[config.mk]
export PLATFORM = sky130hd
export DESIGN_NAME = pfe_blank_align
export DESIGN_NICKNAME = d
export VERILOG_FILES = /design/src/rtl/pfe_pkg.sv /design/src/rtl/pfe_ctrl.sv /design/src/rtl/pfe_datapath.sv /design/src/rtl/pfe_blank_align.sv
export SDC_FILE = /design/constraint.sdc
export NUM_CORES = 1
export LEC_CHECK = 0
export BUFFER_PORTS_ARGS = -buffer_cell sky130_fd_sc_hd__buf_4
export CAP_MARGIN = 25
export CORE_MARGIN = 1
export CORE_UTILIZATION = 37
export DETAILED_ROUTE_END_ITERATION = 6
export GPL_TIMING_DRIVEN = 0
export PLACE_DENSITY_LB_ADDON = 0.12
export SLEW_MARGIN = 30
export SYNTH_ARGS = -nofsm -noshare
export SYNTH_HDL_FRONTEND = slang
export SYNTH_SLANG_ARGS = --single-unit
[constraint.sdc]
create_clock -name clk -period 1.2 [get_ports clk]
set_input_delay 0.18 -clock clk [delete_from_list [all_inputs] [get_ports clk]]
set_output_delay 0.18 -clock clk [all_outputs]
set_load 0.1 [all_outputs]
[src/rtl/pfe_pkg.sv]
package pfe_pkg;

  // Cycles between first inactive blank sample and first pixel group in late timing
  localparam int LATE_GAP = 2;

  // Settings handed from control to datapath
  typedef struct packed {
    logic useSys;
    logic lateMode;
    logic directOn;
    logic keyOn;
  } pfeCfg_t;

endpackage

[src/rtl/pfe_ctrl.sv]
module pfe_ctrl
  import pfe_pkg::*;
#(
  parameter int KEY_W = 5
) (
  input  logic             clk,
  input  logic             rstN,
  input  logic             cfgSysIn,
  input  logic             cfgLateIn,
  input  logic             cfgDirectIn,
  input  logic [KEY_W-1:0] keyEnIn,
  input  logic             selBlank,
  input  logic             stage0Blank,
  output pfeCfg_t          cfg,
  output logic             shiftEn
);

  logic             sysQ;
  logic             lateQ;
  logic             directQ;
  logic [KEY_W-1:0] keyEnQ;

  // Settings move only while the selected blank is active
  always_ff @(posedge clk or negedge rstN) begin
    if (!rstN) begin
      sysQ    <= 1'b0;
      lateQ   <= 1'b0;
      directQ <= 1'b0;
      keyEnQ  <= '0;
    end else if (selBlank) begin
      sysQ    <= cfgSysIn;
      lateQ   <= cfgLateIn;
      directQ <= cfgDirectIn;
      keyEnQ  <= keyEnIn;
    end
  end

  always_comb begin
    cfg.useSys   = sysQ;
    cfg.lateMode = lateQ;
    cfg.directOn = directQ;
    cfg.keyOn    = |keyEnQ;
  end

  // Shift clock runs once blank has been sampled inactive, late timing only
  assign shiftEn = lateQ & ~stage0Blank;

endmodule

[src/rtl/pfe_datapath.sv]
module pfe_datapath
  import pfe_pkg::*;
#(
  parameter int PIX_W = 128,
  parameter int LEG_W = 8
) (
  input  logic             clk,
  input  logic             rstN,
  input  pfeCfg_t          cfg,
  input  logic             legBlank,
  input  logic             legVsync,
  input  logic             legHsync,
  input  logic [LEG_W-1:0] legPix,
  input  logic             sysBlank,
  input  logic             sysVsync,
  input  logic             sysHsync,
  input  logic [PIX_W-1:0] pixGroup,
  input  logic             keyHit,
  output logic             selBlank,
  output logic             stage0Blank,
  output logic             outBlank,
  output logic             outVsync,
  output logic             outHsync,
  output logic [LEG_W-1:0] outLegPix,
  output logic [PIX_W-1:0] outPixGroup,
  output logic             outBypass
);

  localparam int STAGES = LATE_GAP + 1;

  typedef struct packed {
    logic             blank;
    logic             vs;
    logic             hs;
    logic             bypass;
    logic [LEG_W-1:0] pix;
  } ctlWord_t;

  localparam ctlWord_t RST_WORD = '{blank: 1'b1, vs: 1'b0, hs: 1'b0, bypass: 1'b0, pix: '0};

  ctlWord_t nextWord;
  ctlWord_t outWord;
  ctlWord_t stageQ [STAGES];
  logic [PIX_W-1:0] pixQ;

  always_comb begin
    nextWord.blank  = cfg.useSys ? sysBlank : legBlank;
    nextWord.vs     = cfg.useSys ? sysVsync : legVsync;
    nextWord.hs     = cfg.useSys ? sysHsync : legHsync;
    nextWord.bypass = cfg.directOn | (cfg.keyOn & keyHit);
    nextWord.pix    = legPix;
  end

  assign selBlank = nextWord.blank;

  // Control word pipeline: stage 0 always, extra stages for late timing
  for (genvar g = 0; g < STAGES; g++) begin : gStage
    if (g == 0) begin : gFirst
      always_ff @(posedge clk or negedge rstN) begin
        if (!rstN) stageQ[g] <= RST_WORD;
        else       stageQ[g] <= nextWord;
      end
    end else begin : gRest
      always_ff @(posedge clk or negedge rstN) begin
        if (!rstN) stageQ[g] <= RST_WORD;
        else       stageQ[g] <= stageQ[g-1];
      end
    end
  end

  // Pixel group is registered once in both timing modes
  always_ff @(posedge clk or negedge rstN) begin
    if (!rstN) pixQ <= '0;
    else       pixQ <= pixGroup;
  end

  assign stage0Blank = stageQ[0].blank;
  assign outWord     = cfg.lateMode ? stageQ[STAGES-1] : stageQ[0];

  assign outBlank    = outWord.blank;
  assign outVsync    = outWord.vs;
  assign outHsync    = outWord.hs;
  assign outBypass   = outWord.bypass;
  assign outLegPix   = outWord.pix;
  assign outPixGroup = pixQ;

endmodule

[src/rtl/pfe_blank_align.sv]
module pfe_blank_align
  import pfe_pkg::*;
#(
  parameter int PIX_W = 128,
  parameter int LEG_W = 8,
  parameter int KEY_W = 5
) (
  input  logic             clk,
  input  logic             rstN,
  input  logic             cfgSysIn,
  input  logic             cfgLateIn,
  input  logic             cfgDirectIn,
  input  logic [KEY_W-1:0] keyEnIn,
  input  logic             legBlank,
  input  logic             legVsync,
  input  logic             legHsync,
  input  logic [LEG_W-1:0] legPix,
  input  logic             sysBlank,
  input  logic             sysVsync,
  input  logic             sysHsync,
  input  logic [PIX_W-1:0] pixGroup,
  input  logic             keyHit,
  output logic             outBlank,
  output logic             outVsync,
  output logic             outHsync,
  output logic [LEG_W-1:0] outLegPix,
  output logic [PIX_W-1:0] outPixGroup,
  output logic             outBypass,
  output logic             shiftEn
);

  pfeCfg_t cfgWord;
  logic    selBlank;
  logic    stage0Blank;

  pfe_ctrl #(.KEY_W(KEY_W)) uCtrl (
    .clk         (clk),
    .rstN        (rstN),
    .cfgSysIn    (cfgSysIn),
    .cfgLateIn   (cfgLateIn),
    .cfgDirectIn (cfgDirectIn),
    .keyEnIn     (keyEnIn),
    .selBlank    (selBlank),
    .stage0Blank (stage0Blank),
    .cfg         (cfgWord),
    .shiftEn     (shiftEn)
  );

  pfe_datapath #(.PIX_W(PIX_W), .LEG_W(LEG_W)) uData (
    .clk         (clk),
    .rstN        (rstN),
    .cfg         (cfgWord),
    .legBlank    (legBlank),
    .legVsync    (legVsync),
    .legHsync    (legHsync),
    .legPix      (legPix),
    .sysBlank    (sysBlank),
    .sysVsync    (sysVsync),
    .sysHsync    (sysHsync),
    .pixGroup    (pixGroup),
    .keyHit      (keyHit),
    .selBlank    (selBlank),
    .stage0Blank (stage0Blank),
    .outBlank    (outBlank),
    .outVsync    (outVsync),
    .outHsync    (outHsync),
    .outLegPix   (outLegPix),
    .outPixGroup (outPixGroup),
    .outBypass   (outBypass)
  );

endmodule

==> out/qor.yml, run 1 <==
outcome:
  status: "stopped before the end"
  haltStage: "clock tree synthesis (4_1_cts)"
  error: "[ERROR RSZ-0060] Max buffer count reached."
placed_design:
  io_buffers: 293
  dp_hpwl_microns: 9040
  gp_congestion: 0.803
  post-place-ws_ns: -0.192
  dpl_cell_area_sq_um: 7120
clocking:
  cts_setup_buffers: 3
  cts_buffer_depth: 2
  holdBufCountCts: 141
  postCtsResizedCells: 209
  cts_buffers: 17
  clock_sinks: 172
  clock-root-buffer: "clkbuf_16"
  htree_levels: 4
yosys:
  synth_area_per_cell_sq_um: 22.6
  synthTopCellsByArea: "dfrtp_1 92%, mux2_2 5.1%, dfstp_2 1.7%"
  synth_fp_nets: 357
  seq_area_frac_synth_pct: 93.4
  syn-instance-count: 204
  netlist.area_leader.share_pct: 91.6
  synth_top_area_cell: "dfrtp_1"
  synth_seq_cells: 172
  synth_cell_types: 10
  yosysWarnings: 0
  syn-cell-area_sq_um: 4610
floorplanning:
  rows: 40
  initial_core_util_pct: 38.3
  die_w_microns: 114
  io_pins: 294
  die_h_microns: 114
-- metrics by stage --
step	TNS [ns]	cells
3_3_place_gp	-159.82	665
2_1_floorplan	-0.667	204
3_5_place_dp	-2.74	666
-- kinds of logic after synthesis --
| group | after synthesis | share of synthesized area (%) |
|---|---|---|
| AOI/OAI and AO/OA | 3 | 0.325 |
| DFF | 172 | 93.4 |
| buffers and inverters | 3 | 0.271 |
| muxes | 22 | 5.61 |
| and+or+nand+nor | 4 | 0.434 |
-- cell usage after synthesis (all sizes together) --
| master | n |
|---|---|
| mux2 | 21 |
| nor2 | 1 |
| nor2b | 1 |
| mux2i | 1 |
| a21oi | 3 |
| dfstp | 3 |
| nor3 | 2 |
| inv | 2 |
| buf | 1 |
| dfrtp | 169 |
==> run 2: changes to the inputs <==
--- a/config.mk
+++ b/config.mk
@@ -8,10 +8,10 @@
 export BUFFER_PORTS_ARGS = -buffer_cell sky130_fd_sc_hd__buf_4
 export CAP_MARGIN = 25
 export CORE_MARGIN = 1
-export CORE_UTILIZATION = 37
+export CORE_UTILIZATION = 35
 export DETAILED_ROUTE_END_ITERATION = 6
 export GPL_TIMING_DRIVEN = 0
-export PLACE_DENSITY_LB_ADDON = 0.12
+export PLACE_DENSITY_LB_ADDON = 0.15
 export SLEW_MARGIN = 30
 export SYNTH_ARGS = -nofsm -noshare
 export SYNTH_HDL_FRONTEND = slang
==> constraint.sdc (replaced) <==
create_clock -name clk -period 1.55 [get_ports clk]
set_input_delay 0.2325 -clock clk [delete_from_list [all_inputs] [get_ports clk]]
set_output_delay 0.2325 -clock clk [all_outputs]
set_load 0.1 [all_outputs]
==> run 2 against run 1 <==
Net effect: the flow now finishes, with violations (negative setup slack); synthesized cell count stayed put; synthesized area stayed put.
==> out/qor.yml, run 2 <==
setup_path:
  endpoint_kind: "output pin"
  cpPeakStageDelay_ns: 0.46
  cp-start-kind: "register"
  timing.rr.start: "uCtrl.sysQ$_DFFE_PN0P_"
  timing.rr.end: "uCtrl.lateQ$_DFFE_PN0P_"
  path_cells: "clkbuf_16 > mux2_4 > buf_12"
  crit_required_ns: 1.32
  timing.critical_path.arrival_ns: 1.52
  rr_worst_depth: 2
  ff2ff_setup_slack_ns: 0.17
  crit_buf_inv: 2
  critPathKind: "register to output pin"
  cp_max_fo: 5
  cp_top_family: "flip-flops"
  cpMaxStageDelayCell: "dfrtp_2"
timing:
  fin_setup_tns_ns: -2.49
  setup_viol: 13
  period_share_pct: 113
  period_needed_ns: 1.76
  drv_slew: 0
  slew_headroom_pct: 69.7
  max_freq_mhz: 569
  hold_viol_final: 0
  fin_ws_ns: -0.206
  tightest_slew_ns: 0.455
  finClkSkew_ns: 0.00338
  rsz0062_at_grt: "yes"
floorplanning:
  die_w_microns: 117  # +2.8%
  io_pins: 294  # unchanged
  design.core.area_sq_um: 12700
  rows: 41  # +2.5%
  die_h_microns: 117  # +2.8%
  dieArea_sq_um: 13600
  initial_core_util_pct: 36.3  # -2.0 points
hold_path:
  min_to: "uCtrl.directQ$_DFFE_PN0P_"
  hp-start: "cfgDirectIn"
  hold_class: "input port to register"
  min_path_cells: 2
layout:
  ff_latch_area_sq_um: 4310
  drive_gt1_share_pct: 53.1
  instances_no_fill: 846
  largest_register_ffs: 128
  layout_commonest_cell: "buf_4"
  finish.instance_area_sq_um: 9340
  multi_input_area_sq_um: 335
  nFillCells: 793
  area_growth_syn_to_layout_pct: 102
  final_cell_mix: "283 x buf_4, 168 x dfrtp_1, 138 x dlygate4sd3_1, 18 x clkbuf_16, 12 x mux2_2"
  nets: 814
  num_antenna_cells: 0
drt:
  drt_wl_total_microns: 14000
  num_vias: 3509
  drc_errors: 0
  first_pass_iters: 4
  viasPerCell: 4.15
  drt_iter0_drc: 129
  wl_per_cell_microns: 16.5
  postRouteAntennaNets: 0
outcome:
  violations: "negative setup slack"
  status: "finished with violations"
global_routing:
  gr-usage-met3_pct: 8.14
  gr-usage-met1_pct: 21.8
  busiest_layer: "met2"
  grt_overflow: 0
  grt_max_degree: 93
  grt_pass1_vias: 3936
  groute.usage.overall_pct: 21.4
  antenna_found_initial: 0
  grt_util_met2_pct: 38.7
  grt_pass1_wl_microns: 20600
yosys:
  syn-instance-count: 204  # unchanged
  synth-edff-count: 0  # unchanged
  synth_flop_cell: "dfrtp_1"
  yosysMostFrequentCell: "dfrtp_1"
  synthArstFlopShare_pct: 100  # unchanged
  yosysWarnings: 0  # unchanged
  synth_top_area_cell: "dfrtp_1"
  synth_area_per_cell_sq_um: 22.6  # unchanged
  netlist.area_leader.share_pct: 91.6  # unchanged
  synthTopCellsByArea: "dfrtp_1 92%, mux2_2 5.1%, dfstp_2 1.7%"
  ys_top_cells_by_count: "169 x dfrtp_1, 21 x mux2_2, 3 x a21oi_1, 3 x dfstp_2"
  synth_cell_types: 10  # unchanged
  seq_area_frac_synth_pct: 93.4  # unchanged
  syn-cell-area_sq_um: 4610  # unchanged
  synth_fp_nets: 357  # unchanged
  synth_seq_cells: 172  # unchanged
power_and_ir_drop:
  pwr_density_cell_nw_per_um2: 1330
  vdd_ir_drop_max_mv: 0.804
  p_leak_nw: 4.55
placed_design:
  io_buffers: 293  # unchanged
  placedCellCount: 671  # +0.75%
  dpl_cell_area_sq_um: 7100  # -0.26%
  dp_hpwl_microns: 8360  # -7.6%
  post-place-ws_ns: -0.0173  # +0.175 ns
  gp_congestion: 0.759  # -5.5%
clocking:
  insertion_delay_ns: 0.42
  cts_buffer_depth: 2  # unchanged
  htree_levels: 4  # unchanged
  tritoncts: "built"
  clock-root-buffer: "clkbuf_16"
  cts_buffers: 17  # unchanged
  path_clk_slew_ns: 0.06
  clock_sinks: 172  # unchanged
flow_run:
  maxCapViolCount: 0
## run 2: cell counts after synthesis
No cell type changed its count.
## run 2: cell type report
cell class                      count  area share [%]
Buffer                              1           0.161
Clock buffer                       23            5.23
Clock inverter                      9            1.43
Inverter                            2          0.0804
Multi-Input combinational cell     29            3.59
Sequential cell                   172            46.1
Tap cell                          172            2.30
Timing Repair Buffer              438            41.1
## run 2: how the worst max path moves through the flow
stage | from | endpoint | cells past startpoint
final | uCtrl.lateQ$_DFFE_PN0P_ | outLegPix[4] | 3
after global routing | uCtrl.lateQ$_DFFE_PN0P_ | outLegPix[4] | 3
after CTS | uCtrl.lateQ$_DFFE_PN0P_ | outLegPix[5] | 3
after detailed placement | uCtrl.lateQ$_DFFE_PN0P_ | outLegPix[5] | 3
after global placement | rstN | uData.outPixGroup[38]$_DFF_PN0_ | 1
after floorplan | uCtrl.lateQ$_DFFE_PN0P_ | outBlank | 2
## run 2: kinds of logic (layout without fill, tap and decap cells)
group	after synthesis	count (layout)	share of synthesized area [%]
simple gates	4	4	0.434
mux	22	22	5.61
flops	172	172	93.4
buf+inv	3	473	0.271
compound gates	3	3	0.325
## run 2: routing by layer
| layer | wire length (microns) | part of all wire (%) | vias to the layer above |
|---|---|---|---|
| met2 | 7900 | 57 | 151 |
| met3 | 947 | 6.8 | 22 |
| met5 | 0 | 0 | - |
| met4 | 323 | 2.3 | 0 |
| met1 | 4810 | 34 | 1765 |
| li1 | - | - | 1571 |
## run 2: per-stage QoR
stage	power [mW]	hold WS, ns	utilization (%)
3_3_place_gp	7.51	0.332	55.3
3_5_place_dp	7.55	0.275	55.8
6_report	12.4	0.0404	73.4
5_1_grt	12.8	0.0241	73.4
2_1_floorplan	6.72	-0.0631	-
4_1_cts	12.4	0.0181	72.5
## run 2: power breakdown
| part | switching, mW | total, mW | leakage (nW) | internal [mW] |
|---|---|---|---|---|
| clock network | 1.69 | 4.41 | 0.304 | 2.71 |
| registers | 0.113 | 4.88 | 2.00 | 4.76 |
| logic | 2.08 | 3.11 | 2.25 | 1.03 |
## run 2: timing repair
| action | CTS | global route |
|---|---|---|
| hold buffers | 138 | 0 |
| gates cloned | 0 | 1 |
| hold endpoints to repair | 225 | 0 |
| setup buffers | 4 | 0 |
| setup endpoints to repair | 13 | 13 |
| gates resized for setup | 23 | 23 |
No activity file was read; power rests on OpenSTA's default activity.
